==> src/rtl/wpc_pkg.sv <==
package wpc_pkg;
   typedef enum logic {
      SRC_INSN = 1'b0,
      SRC_LDST = 1'b1
   } wpc_src_e;

   localparam int CFG_ACTIVE_BIT = 0;
   localparam int CFG_KIND_BIT   = 1;
   localparam int CFG_IDX_LSB    = 2;

   function automatic int wpc_max(input int a, input int b);
      return (a > b) ? a : b;
   endfunction
endpackage

==> src/rtl/wpc_event_qual.sv <==
module wpc_event_qual
   import wpc_pkg::*;
#(
   parameter int N_IWP = 4,
   parameter int N_LWP = 2,
   parameter int IDX_W = 2
) (
   input  logic [N_IWP-1:0] insn_hit_i,
   input  logic [N_LWP-1:0] ldst_hit_i,
   input  logic             active_i,
   input  wpc_src_e         kind_i,
   input  logic [IDX_W-1:0] idx_i,
   input  logic             mask_en_i,
   input  logic             ri_status_i,
   output logic             evt_o
);
   logic insn_sel;
   logic ldst_sel;
   logic blocked;

   always_comb begin
      insn_sel = 1'b0;
      for (int i = 0; i < N_IWP; i++) begin
         if (idx_i == IDX_W'(i)) insn_sel = insn_hit_i[i];
      end
   end

   always_comb begin
      ldst_sel = 1'b0;
      for (int j = 0; j < N_LWP; j++) begin
         if (idx_i == IDX_W'(j)) ldst_sel = ldst_hit_i[j];
      end
   end

   assign blocked = mask_en_i & ~ri_status_i;
   assign evt_o   = active_i & ~blocked &
                    ((kind_i == SRC_LDST) ? ldst_sel : insn_sel);
endmodule

==> src/rtl/wpc_counter.sv <==
module wpc_counter
   import wpc_pkg::*;
#(
   parameter int CNT_W = 16
) (
   input  logic             clk,
   input  logic             rst_n,
   input  logic             load_i,
   input  logic [CNT_W-1:0] load_val_i,
   input  logic             evt_i,
   input  wpc_src_e         kind_i,
   input  logic             te_eff_i,
   output logic [CNT_W-1:0] cnt_o,
   output logic             brk_pre_o,
   output logic             brk_post_o
);
   localparam logic [CNT_W-1:0] ONE  = CNT_W'(1);
   localparam logic [CNT_W-1:0] ZERO = '0;

   logic [CNT_W-1:0] cnt_q;
   logic             pre_q;
   logic             post_q;
   logic             live_hit;
   logic             at_one;

   assign live_hit = evt_i & ~load_i & (cnt_q != ZERO);
   assign at_one   = (cnt_q == ONE);

   always_ff @(posedge clk or negedge rst_n) begin
      if (!rst_n) begin
         cnt_q  <= ZERO;
         pre_q  <= 1'b0;
         post_q <= 1'b0;
      end else begin
         pre_q  <= 1'b0;
         post_q <= 1'b0;
         if (load_i) begin
            cnt_q <= load_val_i;
         end else if (live_hit) begin
            if (kind_i == SRC_INSN && at_one) begin
               pre_q <= te_eff_i;
            end else begin
               cnt_q  <= cnt_q - ONE;
               post_q <= te_eff_i & at_one & (kind_i == SRC_LDST);
            end
         end
      end
   end

   assign cnt_o      = cnt_q;
   assign brk_pre_o  = pre_q;
   assign brk_post_o = post_q;


   zero_hold_chk: assert property (@(posedge clk) disable iff (!rst_n)
      (!load_i && cnt_q == ZERO) |=> (cnt_q == ZERO));


   single_step_chk: assert property (@(posedge clk) disable iff (!rst_n)
      (!load_i) |=> (cnt_q == $past(cnt_q) || cnt_q == $past(cnt_q) - ONE));


   post_zero_chk: assert property (@(posedge clk) disable iff (!rst_n)
      post_q |-> (cnt_q == ZERO));


   pre_one_chk: assert property (@(posedge clk) disable iff (!rst_n)
      pre_q |-> (cnt_q == ONE));


   gate_chk: assert property (@(posedge clk) disable iff (!rst_n)
      (pre_q || post_q) |-> $past(te_eff_i));
endmodule

==> src/rtl/wpc_te_regs.sv <==
module wpc_te_regs #(
   parameter int N_CNT = 2
) (
   input  logic             clk,
   input  logic             rst_n,
   input  logic             sw_we_i,
   input  logic [N_CNT-1:0] sw_wdata_i,
   input  logic             priv_user_i,
   input  logic             sh_en_i,
   input  logic             sh_din_i,
   input  logic             sh_upd_i,
   output logic [N_CNT-1:0] sw_te_o,
   output logic [N_CNT-1:0] dp_te_o
);
   logic [N_CNT-1:0] sw_te_q;
   logic [N_CNT-1:0] dp_te_q;
   logic [N_CNT-1:0] stage_q;
   logic [N_CNT-1:0] stage_nxt;

   generate
      if (N_CNT == 1) begin : g_stage_bit
         assign stage_nxt = sh_din_i;
      end else begin : g_stage_shift
         assign stage_nxt = {stage_q[N_CNT-2:0], sh_din_i};
      end
   endgenerate

   always_ff @(posedge clk or negedge rst_n) begin
      if (!rst_n) begin
         sw_te_q <= '0;
         dp_te_q <= '0;
         stage_q <= '0;
      end else begin
         if (sw_we_i && !priv_user_i) sw_te_q <= sw_wdata_i;
         if (sh_en_i)  stage_q <= stage_nxt;
         if (sh_upd_i) dp_te_q <= stage_q;
      end
   end

   assign sw_te_o = sw_te_q;
   assign dp_te_o = dp_te_q;


   priv_block_chk: assert property (@(posedge clk) disable iff (!rst_n)
      (priv_user_i || !sw_we_i) |=> $stable(sw_te_q));


   dp_hold_chk: assert property (@(posedge clk) disable iff (!rst_n)
      (!sh_upd_i) |=> $stable(dp_te_q));
endmodule

==> src/rtl/wp_count_brk.sv <==
module wp_count_brk
   import wpc_pkg::*;
#(
   parameter int CNT_W  = 16,
   parameter int N_CNT  = 2,
   parameter int N_IWP  = 4,
   parameter int N_LWP  = 2,
   parameter int ADDR_W = 3
) (
   input  logic              clk,
   input  logic              rst_n,
   input  logic [N_IWP-1:0]  insn_wp_hit,
   input  logic [N_LWP-1:0]  ldst_wp_hit,
   input  logic              ri_status,
   input  logic              mask_en,
   input  logic              priv_user,
   input  logic              wr_en,
   input  logic [ADDR_W-1:0] wr_addr,
   input  logic [CNT_W-1:0]  wr_data,
   input  logic [ADDR_W-1:0] rd_addr,
   output logic [CNT_W-1:0]  rd_data,
   input  logic              dp_shift_en,
   input  logic              dp_shift_din,
   input  logic              dp_update,
   output logic [N_CNT-1:0]  brk_pre,
   output logic [N_CNT-1:0]  brk_post
);
   localparam int MAX_WP  = wpc_max(N_IWP, N_LWP);
   localparam int IDX_W   = (MAX_WP < 2) ? 1 : $clog2(MAX_WP);
   localparam int CFG_W   = CFG_IDX_LSB + IDX_W;
   localparam int TE_ADDR = 2 * N_CNT;

   generate
      if (CNT_W < 2) begin : g_bad_cnt_w
         $error("CNT_W must be at least 2");
      end
      if (N_CNT < 1) begin : g_bad_n_cnt
         $error("N_CNT must be at least 1");
      end
      if (CFG_W > CNT_W || 2 * N_CNT > CNT_W) begin : g_bad_fit
         $error("configuration or enable word does not fit CNT_W");
      end
      if (TE_ADDR >= (1 << ADDR_W)) begin : g_bad_addr
         $error("ADDR_W too small for the register map");
      end
   endgenerate

   logic [CFG_W-1:0] cfg_q [N_CNT];
   logic [CNT_W-1:0] cnt   [N_CNT];
   logic [N_CNT-1:0] sw_te;
   logic [N_CNT-1:0] dp_te;
   logic [N_CNT-1:0] te_eff;
   logic [N_CNT-1:0] evt;
   logic             te_we;

   assign te_we  = wr_en && (wr_addr == ADDR_W'(TE_ADDR));
   assign te_eff = sw_te | dp_te;

   wpc_te_regs #(.N_CNT(N_CNT)) u_te (
      .clk        (clk),
      .rst_n      (rst_n),
      .sw_we_i    (te_we),
      .sw_wdata_i (wr_data[N_CNT-1:0]),
      .priv_user_i(priv_user),
      .sh_en_i    (dp_shift_en),
      .sh_din_i   (dp_shift_din),
      .sh_upd_i   (dp_update),
      .sw_te_o    (sw_te),
      .dp_te_o    (dp_te)
   );

   generate
      for (genvar k = 0; k < N_CNT; k++) begin : g_ch
         logic     cnt_we;
         logic     cfg_we;
         wpc_src_e kind;

         assign cnt_we = wr_en && (wr_addr == ADDR_W'(k));
         assign cfg_we = wr_en && (wr_addr == ADDR_W'(N_CNT + k));
         assign kind   = wpc_src_e'(cfg_q[k][CFG_KIND_BIT]);

         always_ff @(posedge clk or negedge rst_n) begin
            if (!rst_n)      cfg_q[k] <= '0;
            else if (cfg_we) cfg_q[k] <= wr_data[CFG_W-1:0];
         end

         wpc_event_qual #(.N_IWP(N_IWP), .N_LWP(N_LWP), .IDX_W(IDX_W)) u_qual (
            .insn_hit_i (insn_wp_hit),
            .ldst_hit_i (ldst_wp_hit),
            .active_i   (cfg_q[k][CFG_ACTIVE_BIT]),
            .kind_i     (kind),
            .idx_i      (cfg_q[k][CFG_IDX_LSB +: IDX_W]),
            .mask_en_i  (mask_en),
            .ri_status_i(ri_status),
            .evt_o      (evt[k])
         );

         wpc_counter #(.CNT_W(CNT_W)) u_cnt (
            .clk        (clk),
            .rst_n      (rst_n),
            .load_i     (cnt_we),
            .load_val_i (wr_data),
            .evt_i      (evt[k]),
            .kind_i     (kind),
            .te_eff_i   (te_eff[k]),
            .cnt_o      (cnt[k]),
            .brk_pre_o  (brk_pre[k]),
            .brk_post_o (brk_post[k])
         );


         pre_kind_chk: assert property (@(posedge clk) disable iff (!rst_n)
            brk_pre[k] |-> $past(cfg_q[k][CFG_KIND_BIT]) == 1'b0);


         post_kind_chk: assert property (@(posedge clk) disable iff (!rst_n)
            brk_post[k] |-> $past(cfg_q[k][CFG_KIND_BIT]) == 1'b1);
      end
   endgenerate

   always_comb begin
      rd_data = '0;
      for (int k = 0; k < N_CNT; k++) begin
         if (rd_addr == ADDR_W'(k))         rd_data = cnt[k];
         if (rd_addr == ADDR_W'(N_CNT + k)) rd_data = CNT_W'(cfg_q[k]);
      end
      if (rd_addr == ADDR_W'(TE_ADDR)) rd_data = CNT_W'({dp_te, sw_te});
   end


   masked_ign_chk: assert property (@(posedge clk) disable iff (!rst_n)
      (mask_en && !ri_status) |=> (brk_pre == '0 && brk_post == '0));
endmodule

==> config.mk <==
export PLATFORM = sky130hd
export DESIGN_NAME = wp_count_brk
export DESIGN_NICKNAME = d
export VERILOG_FILES = /design/src/rtl/wpc_pkg.sv /design/src/rtl/wpc_event_qual.sv /design/src/rtl/wpc_counter.sv /design/src/rtl/wpc_te_regs.sv /design/src/rtl/wp_count_brk.sv
export SDC_FILE = /design/constraint.sdc
export NUM_CORES = 1
export LEC_CHECK = 0
export BUFFER_PORTS_ARGS = -buffer_cell sky130_fd_sc_hd__buf_4
export CORE_MARGIN = 2
export CORE_UTILIZATION = 40
export DETAILED_ROUTE_END_ITERATION = 7
export HOLD_SLACK_MARGIN = 0.12
export PLACE_DENSITY = 0.69
export SLEW_MARGIN = 20
export SYNTH_ARGS = -nofsm -noshare
export SYNTH_HDL_FRONTEND = slang
export SYNTH_SLANG_ARGS = --single-unit
==> constraint.sdc <==
create_clock -name clk -period 5.48 [get_ports clk]
set_input_delay 1.644 -clock clk [delete_from_list [all_inputs] [get_ports clk]]
set_output_delay 1.644 -clock clk [all_outputs]
set_load 0.02 [all_outputs]
### Word-level counts from Yosys, hierarchy flattened

Index checks and enable logic that the tools add are counted.

* reduce and logical (&&, ||, !) cells: 19
* mux-type cells: 37
* bitwise gates (word level): 20
* add/subtract/negate cells: 2
* equal/unequal tests: 18

Operators with widths (count)
* 2-to-1 mux 16 bit: 11
* == test 16 x 1 -> 1 bit, second input constant: 2
* nonzero test 16 bit: 2
* subtractor 16 x 1 -> 16 bit, second input constant: 2
* 2-to-1 mux 1 bit: 26
* AND 1 bit: 13
* == test 3 x 2 -> 1 bit, second input constant: 4
* == test 2 bit, second input constant: 4
* logical AND 1 bit: 8
* == test 3 x 1 -> 1 bit, second input constant: 2
* == test 3 bit, second input constant: 2
* logical NOT 3 bit: 2
* inverter 1 bit: 6
* == test 2 x 1 -> 1 bit, second input constant: 2
* logical NOT 2 bit: 2
* inequality test 2 x 1 -> 1 bit, second input constant: 2
* AND reduction 2 bit: 2
* nonzero test 2 bit: 2
* OR 2 bit: 1
* logical NOT 1 bit: 1

* output and inout bits: 20
* bits in registers: 50
* input port bits: 37

### Logic depth before layout (Yosys ltp)

Gate-level depths: netlist of run 1.

* word-level depth: 11
* depth in mapped cells: 8
* gate-level depth less buffers: 7

### Cells and area by module

A second synthesis of run 1 with hierarchy kept.

* cell total of the unflattened synthesis: 393
* area, all modules: 3617.2 um^2

Modules (own cells, without submodules)
* wpc_counter at g_ch[1].u_cnt: sequential area each 450.4 um^2, times used 1, cells each 142, area each 1237.4 um^2
* wpc_counter at g_ch[0].u_cnt: sequential area each 450.4 um^2, times used 1, cells each 132, area each 1214.9 um^2
* wp_count_brk: sequential area each 200.2 um^2, times used 1, cells each 90, area each 793.3 um^2
* wpc_te_regs: sequential area each 150.1 um^2, times used 1, cells each 13, area each 239.0 um^2
* wpc_event_qual: sequential area each 0.0 um^2, times used 2, cells each 8, area each 66.3 um^2

### Least setup slack after synthesis of run 1

Ideal clock, no wire load.

* path type: input to output
* start point: input rd_addr[0]
* end point: output rd_data[10]
* stages: 4
* path buffers: 2
* arrival: 2.861 ns
* setup slack: 0.975 ns
* path through: clkbuf_1 > buf_1 > mux2i_1 > nor2_1

* word-level cells in the longest chain between the ends: 6
* elaborated cells between the ends (all ways): 10

RTL lines
* start: declaration: RTL line wp_count_brk.sv:20 `input logic [ADDR_W-1:0] rd_addr,`
* logical NOT 3 bit: RTL line wp_count_brk.sv:124 `if (rd_addr == ADDR_W'(k)) rd_data = cnt[k];`
* 2-to-1 mux 16 bit: RTL line wp_count_brk.sv:124
* 2-to-1 mux 16 bit: RTL line wp_count_brk.sv:125 `if (rd_addr == ADDR_W'(N_CNT + k)) rd_data = CNT_W'(cfg_q[k]);`
* 2-to-1 mux 16 bit: RTL line wp_count_brk.sv:124
* 2-to-1 mux 16 bit: RTL line wp_count_brk.sv:125
* 2-to-1 mux 16 bit (*): RTL line wp_count_brk.sv:127 `if (rd_addr == ADDR_W'(TE_ADDR)) rd_data = CNT_W'({dp_te, sw_te});`
* end: declaration: RTL line wp_count_brk.sv:21 `output logic [CNT_W-1:0] rd_data,`

Mark *: on every way between the ends. The rest lies on a longest branch, timed or not.

### Final worst setup path of run 1

* start point: input rd_addr[0]
* end point: output rd_data[2]

The elaborated chain is that of the path after synthesis.

==> results_dict.tcl, run 1 <==
set metrics [dict create \
    synth-edff-count 0 \
    syn_avg_cell_area_sq_um 9.170 \
    clk_latency_ps 310 \
    place_area_sq_um 3975 \
    cp-start-kind "input pin" \
    status "completed" \
    die_width_microns 97.71 \
    drive_gt1_frac 0.2517 \
    hold_depth 1 \
    cp.arrival_ps 2760 \
    ys_ff_latch 50 \
    fin_total_pwr_mw 1.214 \
    setup_viol 0 \
    layout-area-overhead-vs-synth_pct 16.21 \
    p_int_mw 0.7655 \
    drv_slew 0 \
    ff2ff_setup_slack_ps 2890 \
    rows 34 \
    synth_top_cells_by_count "dfrtp_1, nor2_1, nand2_1" \
    worst_pin_slew_ps 999.5 \
    p_seq_frac 0.454 \
    combPwrFrac 0.332 \
    cts-root-buf "clkbuf_8" \
    antenna_found_initial 0 \
    cts_resized 0 \
    clock.fmax_ghz 0.2272 \
    place_hpwl_mm 7.232 \
    hp-class "reg -> reg" \
    rsz0062_at_grt "no" \
    critPathMaxFanout 21 \
    post-route-util 0.4726 \
    syn-num-nets 426 \
    required_ps 3840 \
    switching_share 0.3695 \
    endpoint_kind "output pin" \
    dieArea_sq_um 9546 \
    power_leakage_nw 1.709 \
    htree_levels 2 \
    wl_per_cell_microns 18.12 \
    place_congestion 0.9336 \
    finalHoldViolations 0 \
    drt_pre_antenna_iters 5 \
    die_h_microns 97.71 \
    fin_area_sq_um 4081 \
    syn_area_sq_um 3512 \
    grt_pass1_vias 3121 \
    gr-total-overflow 0 \
    grt_max_degree 51 \
    critical_path_class "in -> out" \
    timing.max_cap.violations 0 \
    finalNetCount 471 \
    clkSinkCount 50 \
    synth.most_common_cell "dfrtp_1" \
    irDropWorstVdd_v 0.0001278 \
    fin_tns_setup_ps 0 \
    setup.worst_path.start "rd_addr[0]" \
    initial_core_util 0.4067 \
    viasPerCell 6.261 \
    ys.flop_type "dfrtp_1" \
    tritoncts "done" \
    coreArea_sq_um 8636 \
    diodes 0 \
    clk_path_buf_depth 2 \
    numCtsBuffers 5 \
    drc 0 \
    io_buffers 56 \
    postRouteAntennaNets 0 \
    vias 3362 \
    synth_area_leaders "dfrtp_1, mux2i_1, mux2_2, nor2_1, a31oi_1" \
    pre_cts_ws_ps 1083 \
    clockPowerShare 0.214 \
    synth-seq-area-share 0.3563 \
    worst_slack_ps 1079 \
    yosys_warnings 0 \
    routed_wl_mm 9.731 \
    max-slew-margin-rel 0.3243 \
    grtUsageTotal 0.2058 \
    grt_pass1_wl_mm 15.90 \
    synth_top_area_frac 0.3563 \
    min_period_ps 4401 \
    period_share 0.8032 \
    skew_ps 7.052 \
    power_density_nw_per_um2 297.5 \
    hold_start "u_te.stage_q[1]" \
    io_pins 57 \
    yosysTopAreaCell "dfrtp_1" \
    r2r_end "g_ch[1].u_cnt.cnt_o[4]" \
    ctsHoldBuffers 0 \
    r2r_start "g_ch[1].u_cnt.cnt_o[10]" \
    r2r_cells 5 \
    power.switching_mw 0.4487 \
    synth_cells 383 \
    synthArstFlopShare 1.000 \
    drt_iter0_markers 405 \
    yosysUniqueCellTypes 69 \
    clk_pin_slew_ps 90 \
    post_cts_buffers 0 \
    hold_end "u_te.stage_q[1]" \
]
-- logic make-up (layout without fill, tap and decap cells) --
group / after synthesis / count (layout) / synth area share
multiplexers: 39 / 39 / 0.1250
flip-flops: 50 / 50 / 0.3563
AO/OA/AOI/OAI: 78 / 78 / 0.1582
buffers and inverters: 30 / 76 / 0.04666
AND/OR/NAND/NOR: 180 / 180 / 0.2925
adder cells (fa/ha/maj): 6 / 6 / 0.02137
-- power groups by stage --
| stage | Clock, mW | Sequential (mW) | Combinational (mW) |
|---|---|---|---|
| global route | 0.279 | 0.564 | 0.448 |
| detailed placement | 0 | 0.553 | 0.401 |
| global placement | 0 | 0.551 | 0.391 |
| floorplan | 0 | 0.515 | 0.294 |
| finish | 0.260 | 0.551 | 0.403 |
| CTS | 0.268 | 0.546 | 0.403 |
-- placed cells by master (no fill, tap or decap), types with 3 or more instances in the layout --
cell type | synthesis | final
a211o_1 | 3 | 3
a21oi_1 | 8 | 8
a31oi_1 | 21 | 21
and2_1 | 6 | 6
buf_4 | 6 | 59
clkbuf_8 | 1 | 5
dfrtp_1 | 50 | 50
ha_1 | 6 | 6
inv_1 | 9 | 9
mux2_2 | 16 | 16
mux2i_1 | 21 | 21
nand2_1 | 33 | 33
nand3_1 | 17 | 17
nand3b_1 | 4 | 4
nand4_1 | 8 | 8
nor2_1 | 46 | 46
nor3_1 | 4 | 4
nor3b_1 | 3 | 3
nor4_1 | 5 | 5
nor4b_1 | 6 | 6
o21ai_0 | 14 | 14
o311ai_0 | 3 | 3
o31ai_1 | 7 | 7
or3_1 | 11 | 11
or4_1 | 8 | 8
or4b_2 | 3 | 3
-- worst max-delay path by stage --
| stage | depth (start not counted) | endpoint | slack (ps) |
|---|---|---|---|
| floorplan | 4 | rd_data[10] | 970 |
| global placement | 7 | rd_data[0] | 1170 |
| detailed placement | 6 | rd_data[2] | 1080 |
| CTS | 7 | rd_data[2] | 1080 |
| global route | 7 | rd_data[2] | 990 |
| finish | 7 | rd_data[2] | 1080 |
-- sequential cells by signal (all words and copies together) (netlist names) --
signal                 cells
g_ch.u_cnt.brk_pre_o       2
cfg_q                      8
u_te.dp_te_o               2
g_ch.u_cnt.brk_post_o      2
u_te.stage_q               2
g_ch.u_cnt.cnt_o          32
u_te.sw_te_o               2
-- metal layers --
metal	share of wire	global-route usage	routed length [microns]	vias to the layer above
met3	0.054	0.02590	522	16
met2	0.49	0.3353	4726	131
met4	0.021	0.08333	204	0
li1	-	-	-	1553
met1	0.44	0.2793	4277	1662
met5	0	0	0	-
-- area by class of cell --
class | instances | area [sq um]
Fill cell | 839 | 4554
Multi-Input combinational cell | 303 | 2112
Sequential cell | 50 | 1251
Timing Repair Buffer | 59 | 442.9
Tap cell | 108 | 135.1
Clock buffer | 7 | 76.32
Inverter | 9 | 33.78
Clock inverter | 1 | 30.03
-- metrics by stage --
stage	hold WS, ps	cells
global route	532.8	537
finish	519.7	537
global placement	487.7	529
floorplan	474.9	383
detailed placement	499.6	529
CTS	522.0	537
-- critical path: stages --
cell,delay (ps)
buf_4,260
nand2_1,80
o21ai_0,110
o221a_2,240
o21ai_0,80
a21oi_1,170
buf_4,160
Note: power is estimated with default switching activity, not from simulation.
==> run 2: changes to the inputs <==
--- a/config.mk
+++ b/config.mk
@@ -5,12 +5,13 @@
 export SDC_FILE = /design/constraint.sdc
 export NUM_CORES = 1
 export LEC_CHECK = 0
+export ABC_AREA = 1
 export BUFFER_PORTS_ARGS = -buffer_cell sky130_fd_sc_hd__buf_4
 export CORE_MARGIN = 2
 export CORE_UTILIZATION = 40
 export DETAILED_ROUTE_END_ITERATION = 7
 export HOLD_SLACK_MARGIN = 0.12
-export PLACE_DENSITY = 0.69
+export PLACE_DENSITY = 0.68
 export SLEW_MARGIN = 20
 export SYNTH_ARGS = -nofsm -noshare
 export SYNTH_HDL_FRONTEND = slang
==> constraint.sdc (replaced) <==
create_clock -name clk -period 4.05 [get_ports clk]
set_input_delay 1.215 -clock clk [delete_from_list [all_inputs] [get_ports clk]]
set_output_delay 1.215 -clock clk [all_outputs]
set_load 0.02 [all_outputs]
==> results_dict.tcl, run 2 <==
set metrics [dict create \
    skew_ps 9.745 \
    grtUsageTotal 0.2266 \
    layout-area-overhead-vs-synth_pct 15.36 \
    synthArstFlopShare 1.000 \
    ctsHoldBuffers 0 \
    synth.most_common_cell "nand2_1" \
    grt_pass1_wl_mm 18.57 \
    place_congestion 0.9709 \
    multi_input_area_sq_um 2185 \
    yosys_warnings 0 \
    drive_gt1_frac 0.1563 \
    critPathMaxStageDelay_ps 390 \
    gr-usage-met2 0.3664 \
    place_inst 767 \
    synth-edff-count 0 \
    synth_cells 599 \
    met3_usage 0.02899 \
    ff_latch_area_sq_um 1251 \
    most-common-layout-cells "nand2_1, nand3_1, nor2_1" \
    fin_area_sq_um 4397 \
    syn-num-nets 642 \
    r2r_start "g_ch[0].u_cnt.cnt_o[0]" \
    yosysTopAreaCell "dfrtp_1" \
    critPathMaxFanout 16 \
    synth-seq-area-share 0.3283 \
    required_ps 2830 \
    ys.flop_type "dfrtp_1" \
    cp-start-kind "input pin" \
    critical_path_class "in -> out" \
    synth_top_area_frac 0.3283 \
    post_cts_buffers 0 \
    place_hpwl_mm 8.388 \
    place_area_sq_um 4280 \
    clkSinkCount 50 \
    gr-total-overflow 0 \
    viasPerCell 5.150 \
    diodes 0 \
    path_common_cell "buf_4" \
    status "completed" \
    finalHoldViolations 0 \
    max-slew-margin-rel 0.5679 \
    io_pins 57 \
    power_leakage_nw 2.355 \
    final_common_cell "nand2_1" \
    vias 3991 \
    synth_area_leaders "dfrtp_1, nand2_1, nand3_1, nor2_1, inv_1" \
    endpoint_kind "output pin" \
    clk_path_buf_depth 2 \
    htree_levels 2 \
    antenna_found_initial 0 \
    timing.max_cap.violations 0 \
    min_period_ps 3634 \
    gr-usage-met1 0.3072 \
    busiest_layer "met2" \
    irDropWorstVdd_v 0.0002598 \
    syn_avg_cell_area_sq_um 6.363 \
    cp_slowest_cell "o21ai_0" \
    largest_reg_flops 32 \
    grt_max_degree 51 \
    cp.arrival_ps 2420 \
    finalNetCount 688 \
    dieArea_sq_um 10320 \
    worst_pin_slew_ps 648.1 \
    cp_cell_sequence "buf_4, nor2_1, nand2_1, o21ai_0, buf_4" \
    postRouteAntennaNets 0 \
    drc 0 \
    grt_pass1_vias 3849 \
    routed_wl_mm 11.06 \
    setup_viol 0 \
    coreArea_sq_um 9240 \
    worst_slack_ps 416.0 \
    setup.worst_path.start "rd_addr[2]" \
    cts_resized 0 \
    syn_area_sq_um 3811 \
    clk_pin_slew_ps 100 \
    tritoncts "done" \
    rows 35 \
    hold_start "cfg_q[0]" \
    pre_cts_ws_ps 453.4 \
    fillerInstances 945 \
    numCtsBuffers 5 \
    drt_iter0_markers 276 \
    wl_per_cell_microns 14.27 \
    clock.fmax_ghz 0.2752 \
    io_buffers 56 \
    rsz0062_at_grt "no" \
    die_h_microns 101.6 \
    initial_core_util 0.4125 \
    drv_slew 0 \
    drt_pre_antenna_iters 5 \
    power_density_nw_per_um2 622.2 \
    yosysUniqueCellTypes 32 \
    clk_latency_ps 310 \
    hp-class "reg -> reg" \
    synth_top_cells_by_count "nand2_1, nand3_1, nor2_1" \
    fin_tns_setup_ps 0 \
    ys_ff_latch 50 \
    period_share 0.8973 \
    cts-root-buf "clkbuf_8" \
    die_width_microns 101.6 \
    finalNonFillerCells 775 \
]
==> run 2: critical path: cells and delay by family <==
kind / cells / cell delay (ps)
compound gates: 1 / 390
simple gates: 2 / 470
buf+inv: 2 / 320
==> run 2: cell families (layout without fill, tap and decap cells) <==
family          after synthesis  count (layout)  synth area share
mux                           1               1          0.002954
buf+inv                      86             133           0.09849
flops                        50              50            0.3283
xor+xnor                      2               2          0.004597
simple gates                394             394            0.4560
compound gates               60              60           0.08996
fa+ha+maj                     6               6           0.01970
==> run 2: layer usage <==
metal	vias up	part of all wire	wire length, microns
met5	-	0	0
met4	0	0.026	284
met3	24	0.049	539
met2	135	0.49	5404
met1	1840	0.44	4827
li1	1992	-	-
==> run 2: worst paths after layout <==
path,endpoint,cells after the start,slack (ps)
setup / recovery,rd_data[10],5,420
max in group asynchronous,g_ch[1].u_cnt.cnt_o[15],1,2700
setup reg to reg,g_ch[0].u_cnt.cnt_o[1],10,2130
hold / removal,cfg_q[0],2,520
hold reg to reg,cfg_q[0],2,520
min in group asynchronous,g_ch[0].u_cnt.cnt_o[11],1,900
==> run 2: area by class of cell <==
| type | instances | share of cell area |
|---|---|---|
| clock inverters | 3 | 0.01081 |
| repair buffers | 57 | 0.09732 |
| multi-input cells | 463 | 0.4969 |
| well taps | 129 | 0.03671 |
| inverters | 68 | 0.05805 |
| flip-flops and latches | 50 | 0.2846 |
| clock buffers | 5 | 0.01565 |
==> run 2: per-stage QoR <==
step	utilization	hold slack, ps	total power [mW]
6_report	0.4758	522.7	2.736
5_1_grt	0.4758	546.2	3.010
4_1_cts	0.4758	530.5	2.728
3_5_place_dp	0.4632	503.6	2.342
3_3_place_gp	0.4632	481.2	2.312
2_1_floorplan	-	464.5	1.955
==> run 2: power breakdown <==
group | internal [mW] | switching (mW) | total [mW] | leakage (nW)
Sequential | 0.663 | 0.248 | 0.911 | 0.643
Combinational | 0.494 | 0.953 | 1.45 | 1.65
Clock | 0.189 | 0.189 | 0.378 | 0.0591
Total | 1.35 | 1.39 | 2.74 | 2.35
==> run 3: changes to the inputs <==
==> constraint.sdc (replaced) <==
create_clock -name clk -period 3.55 [get_ports clk]
set_input_delay 1.065 -clock clk [delete_from_list [all_inputs] [get_ports clk]]
set_output_delay 1.065 -clock clk [all_outputs]
set_load 0.02 [all_outputs]
==> results_dict.tcl, run 3 (synthesized netlist as in run 2, its figures left out) <==
set metrics [dict create \
    power_density_nw_per_um2 692.2 \
    ctsHoldBuffers 0 \
    final_common_cell "nand2_1" \
    worst_slack_ps 193.4 \
    coreArea_sq_um 9240 \
    power.switching_mw 1.579 \
    grt_pass1_wl_mm 17.96 \
    post-route-util 0.4754 \
    place_inst 770 \
    die_width_microns 101.6 \
    p_seq_frac 0.343 \
    antenna_found_initial 0 \
    endpoint_kind "output pin" \
    finalHoldViolations 0 \
    timing.max_cap.violations 0 \
    viasPerCell 5.072 \
    htree_levels 2 \
    grtUsageTotal 0.2189 \
    p_int_mw 1.461 \
    clkSinkCount 50 \
    holdWs_ps 521.8 \
    critical_path_class "in -> out" \
    clock.fmax_ghz 0.2979 \
    cts_resized 0 \
    worst_pin_slew_ps 655.6 \
    power_leakage_nw 2.353 \
    switching_share 0.5194 \
    rows 35 \
    cp_slowest_cell "nor2_1" \
    routed_wl_mm 11.01 \
    irDropWorstVdd_v 0.0002661 \
    status "completed" \
    io_buffers 56 \
    largest_reg_flops 32 \
    io_pins 57 \
    tritoncts "done" \
    layout-area-overhead-vs-synth_pct 15.27 \
    postRouteAntennaNets 0 \
    skew_ps 7.422 \
    path_buf_inv 4 \
    setup_viol 0 \
    drc 0 \
    critPathTopFamily "buffers and inverters" \
    cp.arrival_ps 2290 \
    required_ps 2480 \
    grt_max_degree 51 \
    finalNetCount 691 \
    drt_pre_antenna_iters 4 \
    period_share 0.9455 \
    clk_latency_ps 310 \
    place_area_sq_um 4303 \
    diodes 0 \
    vias 3946 \
    rsz0062_at_grt "no" \
    cts-root-buf "clkbuf_8" \
    gr-total-overflow 0 \
    critPathMaxStageDelay_ps 280 \
    initial_core_util 0.4125 \
    dieArea_sq_um 10320 \
    fin_area_sq_um 4393 \
    most-common-layout-cells "nand2_1, nand3_1, nor2_1" \
    clk_pin_slew_ps 100 \
    fin_total_pwr_mw 3.041 \
    drt_iter0_markers 236 \
    min_period_ps 3357 \
    critPathMaxFanout 11 \
    place_congestion 0.9782 \
    hp-class "reg -> reg" \
    drive_gt1_frac 0.1602 \
    post_cts_buffers 0 \
    cp-start-kind "input pin" \
    numCtsBuffers 5 \
    fin_tns_setup_ps 0 \
    pre_cts_ws_ps 207.6 \
    combPwrFrac 0.541 \
    finalNonFillerCells 778 \
    cp_cell_sequence "buf_4, nor2_1, inv_1, nor2_1, inv_1, o22ai_1, buf_4" \
    clockPowerShare 0.116 \
    clk_path_buf_depth 2 \
    grt_pass1_vias 3676 \
    wl_per_cell_microns 14.16 \
    max-slew-margin-rel 0.5629 \
    drv_slew 0 \
    place_hpwl_mm 8.380 \
    die_h_microns 101.6 \
]
## run 3: final timing paths
| check | from | to | slack [ps] | cells after the start |
|---|---|---|---|---|
| max | rd_addr[2] | rd_data[4] | 190 | 7 |
| min | u_te.stage_q[1] | u_te.dp_te_o[1] | 520 | 1 |
| max reg2reg | g_ch[0].u_cnt.cnt_o[0] | g_ch[0].u_cnt.cnt_o[6] | 1670 | 10 |
| min reg2reg | u_te.stage_q[1] | u_te.dp_te_o[1] | 520 | 1 |
| max in group asynchronous | rst_n | g_ch[1].u_cnt.cnt_o[7] | 2330 | 1 |
| min in group asynchronous | rst_n | g_ch[0].u_cnt.cnt_o[11] | 760 | 1 |
## run 3: area by class of cell
cell class              instances  area [sq um]
inverters                      68         255.2
clock buffers                   5         68.82
multi-input cells             463          2185
clock inverters                 3         21.27
flip-flops and latches         50          1251
well taps                     129         161.4
repair buffers                 60         450.4
fillers                       945          4847
## run 3: power by group through the flow
stage,registers [mW],clock network [mW],logic [mW]
after floorplan,0.961,0,1.27
after global placement,1.04,0,1.61
after detailed placement,1.04,0,1.63
after CTS,1.03,0.362,1.64
after global routing,1.07,0.383,1.88
final,1.04,0.353,1.65
## run 3: routing by layer
| layer | up-vias | share of wire | track usage |
|---|---|---|---|
| li1 | 1995 | - | - |
| met1 | 1819 | 0.45 | 0.2926 |
| met2 | 113 | 0.48 | 0.3603 |
| met3 | 19 | 0.048 | 0.03727 |
| met4 | 0 | 0.023 | 0.07173 |
| met5 | - | 0 | 0 |
## run 3: worst register-to-register path: cells and delay by family, from the launching register on
kind	cells	cell delay (ps)
buffers and inverters	1	180
DFF	1	430
AOI/OAI and AO/OA	1	170
and+or+nand+nor	7	770
adders and majority gates	1	240
